[config.mk]
export PLATFORM = sky130hd
export DESIGN_NAME = i2c_mem_slave
export DESIGN_NICKNAME = d
export VERILOG_FILES = /design/src/rtl/i2c_mem_pkg.sv /design/src/rtl/i2c_rst_sync.sv /design/src/rtl/i2c_line_sync.sv /design/src/rtl/i2c_addr_ptr.sv /design/src/rtl/i2c_mem_slave.sv
export SDC_FILE = /design/constraint.sdc
export NUM_CORES = 1
export LEC_CHECK = 0
export CORE_MARGIN = 5
export CORE_UTILIZATION = 57
export CTS_CLUSTER_SIZE = 28
export DETAILED_ROUTE_END_ITERATION = 10
export PLACE_DENSITY = 0.86
export SETUP_SLACK_MARGIN = 0.5
export SLEW_MARGIN = 40
export SYNTH_ARGS = -nofsm -noshare
export SYNTH_HDL_FRONTEND = slang
export SYNTH_SLANG_ARGS = --single-unit
[constraint.sdc]
create_clock -name clk -period 4.1 [get_ports clk]
set_input_delay 1.025 -clock clk [delete_from_list [all_inputs] [get_ports clk]]
set_output_delay 1.025 -clock clk [all_outputs]
set_load 0.02 [all_outputs]
[src/rtl/i2c_mem_pkg.sv]
package i2c_mem_pkg;
  localparam int BYTE_W = 8;
  localparam int BIT_CW = $clog2(BYTE_W);

  typedef enum logic [2:0] {
    ST_IDLE,
    ST_DEV,
    ST_WADR,
    ST_WDAT,
    ST_ACK,
    ST_RDATA,
    ST_RMACK,
    ST_WSTOP
  } state_t;
endpackage

[src/rtl/i2c_rst_sync.sv]
module i2c_rst_sync (
  input  logic clk,
  input  logic rst_n,
  output logic rst_ns
);
  logic [1:0] rs_q;

  always_ff @(posedge clk or negedge rst_n) begin
    if (!rst_n) rs_q <= 2'b00;
    else        rs_q <= {rs_q[0], 1'b1};
  end

  assign rst_ns = rs_q[1];
endmodule

[src/rtl/i2c_line_sync.sv]
module i2c_line_sync #(
  parameter int STAGES = 2
) (
  input  logic clk,
  input  logic rst_n,
  input  logic din,
  output logic dout
);
  logic [STAGES-1:0] chain_q;

  generate
    if (STAGES == 1) begin : g_one
      always_ff @(posedge clk or negedge rst_n) begin
        if (!rst_n) chain_q <= 1'b1;
        else        chain_q <= din;
      end
    end else begin : g_many
      always_ff @(posedge clk or negedge rst_n) begin
        if (!rst_n) chain_q <= '1;
        else        chain_q <= {chain_q[STAGES-2:0], din};
      end
    end
  endgenerate

  assign dout = chain_q[STAGES-1];
endmodule

[src/rtl/i2c_addr_ptr.sv]
module i2c_addr_ptr #(
  parameter int ADDR_W = 8,
  parameter int PAGE_W = 4
) (
  input  logic              clk,
  input  logic              rst_n,
  input  logic              ld,
  input  logic [ADDR_W-1:0] ld_val,
  input  logic              inc_rd,
  input  logic              inc_wr,
  output logic [ADDR_W-1:0] ptr
);
  logic [ADDR_W-1:0] ptr_q, ptr_d;
  logic [PAGE_W-1:0] low_inc;

  assign low_inc = ptr_q[PAGE_W-1:0] + 1'b1;

  always_comb begin
    ptr_d = ptr_q;
    if (ld)          ptr_d = ld_val;
    else if (inc_rd) ptr_d = ptr_q + 1'b1;
    else if (inc_wr) ptr_d = {ptr_q[ADDR_W-1:PAGE_W], low_inc};
  end

  always_ff @(posedge clk or negedge rst_n) begin
    if (!rst_n) ptr_q <= '0;
    else        ptr_q <= ptr_d;
  end

  assign ptr = ptr_q;
endmodule

[src/rtl/i2c_mem_slave.sv]
module i2c_mem_slave
  import i2c_mem_pkg::*;
#(
  parameter int         PAGE_W      = 4,
  parameter int         SYNC_STAGES = 2,
  parameter logic [6:0] DEV_ID      = 7'b1010000
) (
  input  logic              clk,
  input  logic              rst_n,
  input  logic              scl_i,
  input  logic              sda_i,
  output logic              sda_oe,
  output logic [BYTE_W-1:0] mem_raddr,
  input  logic [BYTE_W-1:0] mem_rdata,
  input  logic              wr_busy,
  output logic              wr_push,
  output logic [BYTE_W-1:0] wr_addr,
  output logic [BYTE_W-1:0] wr_data,
  output logic              wr_commit
);
  localparam logic [BIT_CW-1:0] LAST_BIT = BIT_CW'(BYTE_W - 1);

  logic rst_ns;
  logic scl_s, sda_s, scl_q, sda_q;
  logic scl_rise, scl_fall, start_det, stop_det;

  i2c_rst_sync u_rst (.clk(clk), .rst_n(rst_n), .rst_ns(rst_ns));

  i2c_line_sync #(.STAGES(SYNC_STAGES)) u_scl (
    .clk(clk), .rst_n(rst_ns), .din(scl_i), .dout(scl_s));
  i2c_line_sync #(.STAGES(SYNC_STAGES)) u_sda (
    .clk(clk), .rst_n(rst_ns), .din(sda_i), .dout(sda_s));

  always_ff @(posedge clk or negedge rst_ns) begin
    if (!rst_ns) begin
      scl_q <= 1'b1;
      sda_q <= 1'b1;
    end else begin
      scl_q <= scl_s;
      sda_q <= sda_s;
    end
  end

  assign scl_rise  = scl_s & ~scl_q;
  assign scl_fall  = ~scl_s & scl_q;
  assign start_det = scl_s & scl_q & sda_q & ~sda_s;
  assign stop_det  = scl_s & scl_q & ~sda_q & sda_s;

  state_t            state_q, state_d, ack_nxt_q, ack_nxt_d;
  logic [BIT_CW-1:0] bitcnt_q, bitcnt_d;
  logic [BYTE_W-1:0] rx_q, rx_d, tx_q, tx_d;
  logic [BYTE_W-1:0] waddr_q, waddr_d, wdata_q, wdata_d;
  logic              rx_done_q, rx_done_d, mack_q, mack_d;
  logic              oe_q, oe_d, wrote_q, wrote_d;
  logic              push_q, push_d, commit_q, commit_d;
  logic              ptr_ld, ptr_inc_rd, ptr_inc_wr;
  logic [BYTE_W-1:0] ptr;

  i2c_addr_ptr #(.ADDR_W(BYTE_W), .PAGE_W(PAGE_W)) u_ptr (
    .clk(clk), .rst_n(rst_ns), .ld(ptr_ld), .ld_val(rx_q),
    .inc_rd(ptr_inc_rd), .inc_wr(ptr_inc_wr), .ptr(ptr));

  always_comb begin
    state_d    = state_q;
    ack_nxt_d  = ack_nxt_q;
    bitcnt_d   = bitcnt_q;
    rx_d       = rx_q;
    tx_d       = tx_q;
    waddr_d    = waddr_q;
    wdata_d    = wdata_q;
    rx_done_d  = rx_done_q;
    mack_d     = mack_q;
    oe_d       = oe_q;
    wrote_d    = wrote_q;
    push_d     = 1'b0;
    commit_d   = 1'b0;
    ptr_ld     = 1'b0;
    ptr_inc_rd = 1'b0;
    ptr_inc_wr = 1'b0;

    if (stop_det) begin
      state_d   = ST_IDLE;
      oe_d      = 1'b0;
      commit_d  = wrote_q;
      wrote_d   = 1'b0;
      rx_done_d = 1'b0;
    end else if (start_det) begin
      state_d   = ST_DEV;
      bitcnt_d  = '0;
      oe_d      = 1'b0;
      rx_done_d = 1'b0;
    end else begin
      unique case (state_q)
        ST_DEV, ST_WADR, ST_WDAT: begin
          if (scl_rise) begin
            rx_d     = {rx_q[BYTE_W-2:0], sda_s};
            bitcnt_d = bitcnt_q + 1'b1;
            if (bitcnt_q == LAST_BIT) rx_done_d = 1'b1;
          end else if (scl_fall && rx_done_q) begin
            rx_done_d = 1'b0;
            bitcnt_d  = '0;
            if (state_q == ST_DEV) begin
              if (rx_q[BYTE_W-1:1] == DEV_ID && !wr_busy) begin
                oe_d      = 1'b1;
                state_d   = ST_ACK;
                ack_nxt_d = rx_q[0] ? ST_RDATA : ST_WADR;
              end else begin
                state_d = ST_IDLE;
              end
            end else if (state_q == ST_WADR) begin
              ptr_ld    = 1'b1;
              oe_d      = 1'b1;
              state_d   = ST_ACK;
              ack_nxt_d = ST_WDAT;
            end else begin
              push_d     = 1'b1;
              waddr_d    = ptr;
              wdata_d    = rx_q;
              ptr_inc_wr = 1'b1;
              wrote_d    = 1'b1;
              oe_d       = 1'b1;
              state_d    = ST_ACK;
              ack_nxt_d  = ST_WDAT;
            end
          end
        end
        ST_ACK: begin
          if (scl_fall) begin
            oe_d     = 1'b0;
            bitcnt_d = '0;
            state_d  = ack_nxt_q;
            if (ack_nxt_q == ST_RDATA) begin
              tx_d       = mem_rdata;
              oe_d       = ~mem_rdata[BYTE_W-1];
              ptr_inc_rd = 1'b1;
            end
          end
        end
        ST_RDATA: begin
          if (scl_fall) begin
            if (bitcnt_q == LAST_BIT) begin
              oe_d     = 1'b0;
              bitcnt_d = '0;
              state_d  = ST_RMACK;
            end else begin
              tx_d     = {tx_q[BYTE_W-2:0], 1'b0};
              oe_d     = ~tx_q[BYTE_W-2];
              bitcnt_d = bitcnt_q + 1'b1;
            end
          end
        end
        ST_RMACK: begin
          if (scl_rise) begin
            mack_d = ~sda_s;
          end else if (scl_fall) begin
            if (mack_q) begin
              tx_d       = mem_rdata;
              oe_d       = ~mem_rdata[BYTE_W-1];
              ptr_inc_rd = 1'b1;
              state_d    = ST_RDATA;
            end else begin
              state_d = ST_WSTOP;
            end
          end
        end
        default: ;
      endcase
    end
  end

  always_ff @(posedge clk or negedge rst_ns) begin
    if (!rst_ns) begin
      state_q   <= ST_IDLE;
      ack_nxt_q <= ST_IDLE;
      bitcnt_q  <= '0;
      rx_q      <= '0;
      tx_q      <= '0;
      waddr_q   <= '0;
      wdata_q   <= '0;
      rx_done_q <= 1'b0;
      mack_q    <= 1'b0;
      oe_q      <= 1'b0;
      wrote_q   <= 1'b0;
      push_q    <= 1'b0;
      commit_q  <= 1'b0;
    end else begin
      state_q   <= state_d;
      ack_nxt_q <= ack_nxt_d;
      bitcnt_q  <= bitcnt_d;
      rx_q      <= rx_d;
      tx_q      <= tx_d;
      waddr_q   <= waddr_d;
      wdata_q   <= wdata_d;
      rx_done_q <= rx_done_d;
      mack_q    <= mack_d;
      oe_q      <= oe_d;
      wrote_q   <= wrote_d;
      push_q    <= push_d;
      commit_q  <= commit_d;
    end
  end

  assign sda_oe    = oe_q;
  assign mem_raddr = ptr;
  assign wr_push   = push_q;
  assign wr_addr   = waddr_q;
  assign wr_data   = wdata_q;
  assign wr_commit = commit_q;
endmodule

After elaboration in Yosys (flattened, before gate mapping)
Cells that the tools add are included.
{"block": "word_totals", "register_bits": 62, "inputBits": 13, "output_inout_bits": 27, "word_cells": 182}
{"block": "classes", "n_addsub": 3, "n_eq_ne": 34, "muxes": 84, "bitwise_logic": 18, "reduce_logical": 23}
{"cell": "3-bit two-way mux", "count": 20}
{"cell": "7-bit two-way mux", "count": 7}
{"cell": "1-bit two-way mux", "count": 48}
{"cell": "4-bit inequality test (second input constant)", "count": 9}
{"cell": "7-bit case mux with 3 select lines", "count": 1}
{"cell": "2-bit inequality test (second input constant)", "count": 9}
{"cell": "8-bit two-way mux", "count": 2}
{"cell": "3-bit equality test (second input constant)", "count": 5}
{"cell": "3-bit case mux with 4 select lines", "count": 1}
{"cell": "6-bit AND reduction", "count": 2}
{"cell": "1-bit NOT", "count": 11}
{"cell": "10-bit AND reduction", "count": 1}
{"cell": "3-bit case mux with 3 select lines", "count": 1}
{"cell": "9-bit AND reduction", "count": 1}
{"cell": "3-bit nonzero test", "count": 3}
{"cell": "8-bit by 1-bit adder with 8-bit output (second input constant)", "count": 1}
{"cell": "4-bit AND reduction", "count": 2}
{"cell": "8-bit AND reduction", "count": 1}
{"cell": "4-bit nonzero test", "count": 2}
{"cell": "1-bit bitwise AND", "count": 7}
{"cell": "7-bit equality test (second input constant)", "count": 1}
{"cell": "7-bit AND reduction", "count": 1}
{"cell": "3-bit by 2-bit equality test with 1-bit output (second input constant)", "count": 2}
{"cell": "2-bit by 1-bit inequality test with 1-bit output (second input constant)", "count": 3}
{"cell": "other kinds (17)", "count": 21}

Depth between registers and ports, before layout
Gate-level depths: netlist of the first run.
{"block": "logic_depth", "depth_word": 11, "depth_mapped": 7, "mapped_depth_nobuf": 7}

Modules after synthesis
A second synthesis of the first run with hierarchy kept.
{"block": "hier_totals", "cells_unflattened": 259, "hier_area_um2": 3025.4}
{"mod": "i2c_mem_slave", "instances": 1, "cells_per_inst": 205, "area_per_inst_um2": 2433.6, "seq_area_each_um2": 1203.7}
{"mod": "i2c_addr_ptr", "instances": 1, "cells_per_inst": 47, "area_per_inst_um2": 432.9, "seq_area_each_um2": 200.2}
{"mod": "i2c_line_sync", "instances": 2, "cells_per_inst": 2, "area_per_inst_um2": 52.6, "seq_area_each_um2": 52.6}
{"mod": "i2c_rst_sync", "instances": 1, "cells_per_inst": 3, "area_per_inst_um2": 53.8, "seq_area_each_um2": 50.0}

Worst setup path after synthesis of the first run
Ideal clock, no wire load.
{"block": "synth_timing", "path_type": "input -> register", "startpoint": "in wr_busy", "endpoint": "reg ack_nxt_q[1]", "setup_ns": 0.125, "arrival_ns": 2.251, "required_ns": 3.975, "path_slack_ns": 1.724, "path_stages": 4, "n_path_buf": 0, "path_cell_list": "nor4b_1 -> a31oi_1 -> nor4b_2 -> mux2_2"}
{"block": "synth_between", "elab_chain_len": 4}
{"element": "start: declaration", "line_no": "i2c_mem_slave.sv:15", "text": "input logic wr_busy,"}
{"element": "1-bit zero test", "line_no": "i2c_mem_slave.sv:103", "text": "if (rx_q[BYTE_W-1:1] == DEV_ID && !wr_busy) begin"}
{"element": "1-bit logical AND", "line_no": "i2c_mem_slave.sv:103"}
{"element": "2-bit by 1-bit inequality test with 1-bit output (no source line)"}
{"element": "6-bit AND reduction (no source line)"}
{"element": "end signal: assignment", "line_no": "i2c_mem_slave.sv:188", "text": "ack_nxt_q <= ack_nxt_d;"}
{"element": "end: declaration", "line_no": "i2c_mem_slave.sv:49", "text": "state_t state_q, state_d, ack_nxt_q, ack_nxt_d;"}
No other way between the ends.
A chain may end at the register's enable or synchronous reset.

Worst setup path after layout of the first run
Same ends and word-level chain as after synthesis.

==> results of run 1 <==
==> power groups by stage <==
stage / clock network [µW] / logic (µW) / registers (µW)
4_1_cts: 578 / 143 / 730
5_1_grt: 607 / 162 / 741
2_1_floorplan: 0 / 103 / 724
6_report: 565 / 142 / 730
3_3_place_gp: 0 / 135 / 736
3_5_place_dp: 0 / 141 / 741
==> flip-flops by register name, indices dropped and copies added (netlist names) <==
signal         count
rx_done_q          1
scl_q              1
wr_push            1
state_q            3
sda_q              1
u_scl.chain_q      2
rx_q               8
wr_addr            8
mack_q             1
ack_nxt_q          3
tx_q               7
u_rst.rs_q         2
bitcnt_q           3
wrote_q            1
u_ptr.ptr          8
wr_commit          1
wr_data            8
sda_oe             1
u_sda.chain_q      2
==> per-layer routing <==
metal	wire, µm	vias to the layer above	part of all wire	GRT usage
li1	-	1053	-	-
met1	2840	1081	0.45	0.292
met2	2920	83	0.47	0.304
met3	363	13	0.058	0.0340
met4	127	0	0.020	0.116
met5	0	-	0	0
==> cells by family (layout without fill, tap and decap cells) <==
| family | count (synthesis) | in the layout | synth area share |
|---|---|---|---|
| buffers and inverters | 21 | 67 | 0.0306 |
| and+or+nand+nor | 76 | 76 | 0.137 |
| other | 1 | 1 | 0.00127 |
| xor gates and xnor gates | 3 | 3 | 0.00892 |
| DFF | 62 | 62 | 0.529 |
| muxes | 40 | 40 | 0.148 |
| adders and majority gates | 3 | 3 | 0.0127 |
| AOI/OAI and AO/OA | 61 | 61 | 0.132 |
==> layout by cell type (no fill, tap or decap), drive strengths merged, types with 2 or more instances in the layout <==
| cell | synthesis | routed |
|---|---|---|
| inv | 9 | 9 |
| clkinv | 0 | 2 |
| nand3 | 10 | 10 |
| nand3b | 2 | 2 |
| dfstp | 6 | 6 |
| nand2 | 18 | 18 |
| a2bb2oi | 2 | 2 |
| o311ai | 4 | 4 |
| nor4b | 3 | 3 |
| o21ai | 20 | 20 |
| or3 | 2 | 2 |
| a21oi | 14 | 14 |
| mux2 | 29 | 29 |
| clkdlybuf4s50 | 0 | 39 |
| o221ai | 2 | 2 |
| a221oi | 2 | 2 |
| dfrtp | 56 | 56 |
| and2 | 2 | 2 |
| xnor2 | 2 | 2 |
| nor2b | 6 | 6 |
| ha | 3 | 3 |
| nor3b | 2 | 2 |
| nand2b | 6 | 6 |
| nor2 | 16 | 16 |
| clkbuf | 7 | 13 |
| nor3 | 4 | 4 |
| o21a | 2 | 2 |
| a31oi | 5 | 5 |
| buf | 5 | 3 |
| mux2i | 11 | 11 |
| o211ai | 2 | 2 |
==> through the flow <==
stage / instance area (µm²) / util
global route: 3610 / 0.711
CTS: 3600 / 0.710
floorplan: 2950 / -
detailed placement: 3380 / 0.667
global placement: 3380 / 0.667
finish: 3610 / 0.711
==> critical path: stages <==
cell and delay (ps):
clkdlybuf4s50_1 400, nor4b_1 360, a31oi_1 160, nor4b_2 510
mux2_2 390
==> final cells by class <==
cell class	instances	area [µm²]	share of cell area
Clock inverter	3	40.0	0.0111
Sequential cell	62	1560	0.432
Tap cell	70	87.6	0.0243
Timing Repair Buffer	42	410	0.114
Clock buffer	13	179	0.0496
Multi-Input combinational cell	184	1300	0.360
Inverter	9	33.8	0.00936
==> how the worst min path moves through the flow <==
| stage | depth (start not counted) | slack (ps) | from | end |
|---|---|---|---|---|
| floorplan | 0 | 330 | u_rst.rs_q[0] | u_rst.rs_q[1] |
| finish | 0 | 190 | u_rst.rs_q[1] | wrote_q |
| global route | 0 | 230 | u_rst.rs_q[1] | wrote_q |
| CTS | 0 | 200 | u_rst.rs_q[1] | wrote_q |
| global placement | 0 | 200 | u_rst.rs_q[1] | wrote_q |
| detailed placement | 0 | 200 | u_rst.rs_q[1] | wrote_q |
==> impl_metrics.py, run 1 <==
metrics = {
    "grt": {
        "grt_max_degree": 43,
        "grt_pass1_vias": 2160,
        "grt_usage": 0.207,
        "grt_pass1_wl_mm": 10.4,
        "grt-ovfl-total": 0,
        "antenna_found_initial": 0,
    },
    "yosys": {
        "post_synth_num_cell_types": 48,
        "yosys.area.top_type_share": 0.476,
        "synth_ff_type": "dfrtp_1",
        "synth_edf_count": 0,
        "yosysMostFrequentCell": "dfrtp_1",
        "synthTopCellsByCount": "dfrtp_1, mux2_2, o21ai_0",
        "synthArstFlopShare": 1.00,
        "ys_seq_area_frac": 0.529,
        "synthesis.area_um2": 2950,
        "yosysTopAreaCell": "dfrtp_1",
        "synth_warnings": 0,
        "syn_nets": 283,
        "ys_top_cells_by_area": "dfrtp_1, mux2_2, dfstp_2",
        "syn_avg_cell_area_um2": 11.0,
        "syn_inst": 267,
        "synth_seq_cells": 62,
    },
    "timing": {
        "rsz0062_at_grt": "no",
        "maxSlewViolCount": 0,
        "fin_skew_ps": 5.85,
        "finalSetupViolCount": 0,
        "tns_ps": 0,
        "finalHoldViolCount": 0,
        "holdWs_ps": 193,
        "setup_slack_ps": 1460,
        "slew_headroom": 0.513,
        "period_needed_ps": 2640,
        "tightest_slew_ps": 731,
        "post-route-period-util": 0.645,
        "max_freq_mhz": 378,
    },
    "drt": {
        "wl_mm": 6.25,
        "drtAntennaViolNets": 0,
        "first_iter_violations": 168,
        "routedWlPerCell_um": 16.3,
        "vias": 2230,
        "drcViolationCount": 0,
        "firstDrtPassIters": 5,
        "vias_per_cell": 5.82,
    },
    "run": {
        "maxCapViolCount": 0,
    },
    "critical_path": {
        "r2r_start": "state_q[2]",
        "r2r_cells": 5,
        "critPathMaxFanout": 4,
        "r2r_end": "u_ptr.ptr[6]",
        "cp-end-kind": "register",
        "r2r_setup_slack_ps": 1750,
        "endpoint": "ack_nxt_q[1]",
        "worstPathArrival_ps": 2860,
        "startpoint": "wr_busy",
        "crit_path_start_kind": "input port",
        "crit_type": "in2reg",
        "cp_data_required_time_ps": 4310,
    },
    "floorplan": {
        "die-area_um2": 6710,
        "initial_core_util": 0.581,
        "chipWidth_um": 81.9,
        "rows": 26,
        "die_height_um": 81.9,
        "fp.coreArea_um2": 5070,
        "ios": 40,
    },
    "clock_network": {
        "clockRootBuffer": "clkbuf_8",
        "numCtsBuffers": 9,
        "ctsHoldBuffers": 0,
        "cts_max_path_buffers": 2,
        "cts_tree": "yes",
        "cts_resized": 0,
        "post_cts_buffers": 0,
        "cts.sinks": 62,
        "clock_latency_ps": 330,
        "clk_pin_slew_worst_paths_ps": 60,
        "htreeDepth": 3,
    },
    "placement": {
        "gp_congestion": 0.939,
        "place_inst": 366,
        "place_ws_ps": 1110,
        "dp_hpwl_mm": 4.22,
        "io_buffer_count": 39,
    },
    "power_and_ir_drop": {
        "pwr-share-comb": 0.099,
        "leakagePower_uw": 0.00159,
        "p_int_uw": 1090,
        "finalPower_uw": 1440,
        "sw_frac_of_total": 0.245,
        "p_sw_uw": 352,
        "pwr-share-clk": 0.393,
        "max-vdd-ir-drop_uv": 328,
        "pwr-share-seq": 0.508,
        "power_density_nw_per_um2": 398,
    },
    "final_layout": {
        "fin_nets": 324,
        "syn_to_final_growth_pct": 22.5,
        "n_fill_cell": 394,
        "layout.cells.non_filler": 383,
        "drive_gt1_frac": 0.185,
        "antenna_cells": 0,
    },
    "outcome": {
        "status": "completed",
    },
    "min_path": {
        "hp-class": "reg2async",
    },
}
Note: power is estimated with default switching activity, not from simulation.
==> run 2, diff against run 1 <==
CORE_UTILIZATION = 49   (was 57)
PLACE_DENSITY = 0.79   (was 0.86)
clock period = 2.2 ns   (was 4.1 ns; I/O delays follow)
==> impl_metrics.py, run 2 (synthesis gave the netlist of run 1 again) <==
metrics = {
    "drt": {
        "vias_per_cell": 5.97,
        "routedWlPerCell_um": 18.6,
        "drcViolationCount": 0,
        "first_iter_violations": 374,
        "wl_mm": 8.06,
        "firstDrtPassIters": 5,
        "drtAntennaViolNets": 0,
        "vias": 2585,
    },
    "placement": {
        "gp_congestion": 0.916,
        "dp_hpwl_mm": 4.54,
        "io_buffer_count": 39,
        "place_ws_ps": 33.0,
    },
    "critical_path": {
        "crit_buf_inv": 1,
        "r2r_end": "u_ptr.ptr[6]",
        "cp-end-kind": "register",
        "cp_data_required_time_ps": 2470,
        "worstPathArrival_ps": 2100,
        "critPathMaxFanout": 6,
        "r2r_cells": 5,
        "cpLargestDelayFamily": "compound AO/OA/AOI/OAI gates",
        "r2r_setup_slack_ps": 370,
        "crit_type": "reg2reg",
        "r2r_start": "state_q[2]",
        "cpMaxStageDelayCell": "dfrtp_2",
        "crit_chain": "inv_1, a2111o_1, or2_1, or3_1, a31oi_1",
        "crit_path_start_kind": "register",
        "slowest_delay_ps": 460,
    },
    "final_layout": {
        "syn_to_final_growth_pct": 42.8,
        "antenna_cells": 0,
        "fin_nets": 369,
        "final_cell_mix": "dfrtp_1, buf_4, dlygate4sd2_1, mux2_2, nand2_1",
        "drive_gt1_frac": 0.388,
        "n_fill_cell": 396,
        "final_common_cell": "dfrtp_1",
    },
    "grt": {
        "grt_pass1_wl_mm": 12.0,
        "grt-ovfl-total": 0,
        "grt_max_degree": 44,
        "grt_pass1_vias": 2436,
        "grt_usage": 0.203,
        "antenna_found_initial": 0,
    },
    "clock_network": {
        "clockRootBuffer": "clkbuf_8",
        "htreeDepth": 3,
        "ctsHoldBuffers": 0,
        "clk_pin_slew_worst_paths_ps": 80,
        "clock_latency_ps": 350,
        "cts.sinks": 62,
        "numCtsBuffers": 9,
        "cts_tree": "yes",
        "cts_max_path_buffers": 2,
    },
    "floorplan": {
        "die_height_um": 87.5,
        "chipWidth_um": 87.5,
        "die-area_um2": 7660,
        "fp.coreArea_um2": 5890,
        "initial_core_util": 0.501,
        "rows": 28,
        "ios": 40,
    },
    "timing": {
        "post-route-period-util": 0.831,
        "finalSetupViolCount": 0,
        "max_freq_mhz": 547,
        "setup_slack_ps": 372,
        "tns_ps": 0,
        "maxSlewViolCount": 0,
        "period_needed_ps": 1830,
        "finalHoldViolCount": 0,
        "fin_skew_ps": 12.2,
        "rsz0062_at_grt": "yes",
    },
    "min_path": {
        "hp-class": "reg2async",
    },
    "power_and_ir_drop": {
        "leakagePower_uw": 0.00197,
        "max-vdd-ir-drop_uv": 760,
        "power_density_nw_per_um2": 688,
    },
    "outcome": {
        "status": "completed",
    },
    "run": {
        "maxCapViolCount": 0,
    },
}
-- run 2: worst register-to-register path: stages (launching register included) --
cell	delay, ps
dfrtp_2	460
inv_1	160
a2111o_1	450
or2_1	240
or3_1	310
a31oi_1	140
-- run 2: how the worst max path moves through the flow --
stage	to	cells after the start	startpoint	slack, ps
after floorplan	u_ptr.ptr[7]	7	scl_q	330
after global placement	ack_nxt_q[1]	5	wr_busy	60
after detailed placement	ack_nxt_q[1]	5	wr_busy	30
after CTS	u_ptr.ptr[6]	5	state_q[1]	360
after global routing	u_ptr.ptr[7]	7	ack_nxt_q[0]	310
final	u_ptr.ptr[6]	5	state_q[2]	370
-- run 2: repair_timing --
action / CTS / global route
cloned: 1 / 0
setup buffers: 19 / 13
gates resized for setup: 54 / 35
setup endpoints to repair: 73 / 42
pin swaps: 17 / 15
-- run 2: area by class of cell --
| type | count | area [µm²] | area share |
|---|---|---|---|
| flip-flops and latches | 62 | 1570 | 0.372 |
| multi-input cells | 184 | 1520 | 0.361 |
| well taps | 75 | 93.8 | 0.0223 |
| clock buffers | 10 | 138 | 0.0327 |
| repair buffers | 87 | 762 | 0.181 |
| clock inverters | 6 | 92.6 | 0.0220 |
| inverters | 9 | 33.8 | 0.00803 |
-- run 2: power breakdown --
| group | switching [µW] | leakage, µW | total, µW | internal (µW) |
|---|---|---|---|---|
| clock network | 466 | 0.000109 | 1140 | 674 |
| registers | 101 | 0.000762 | 1350 | 1250 |
| logic | 198 | 0.00110 | 404 | 206 |
-- run 2: through the flow --
stage                     instance area, µm²  utilization  hold slack, ps  cells  power [µW]
after floorplan                         3020            -             254    267        1550
after global placement                  3550        0.604             203    384        1650
after detailed placement                3550        0.604             214    384        1660
after CTS                               3990        0.678             215    420        2830
after global routing                    4210        0.715             249    433        3020
final                                   4210        0.715             202    433        2900
-- run 2: per-layer routing --
layer  vias up  part of all wire  GRT usage  wire length, µm
met5         -                 0          0                0
met4         0             0.021      0.102              172
met3        31             0.062     0.0433              496
met2       129              0.50      0.308             4030
met1      1281              0.42      0.276             3360
li1       1144                 -          -                -
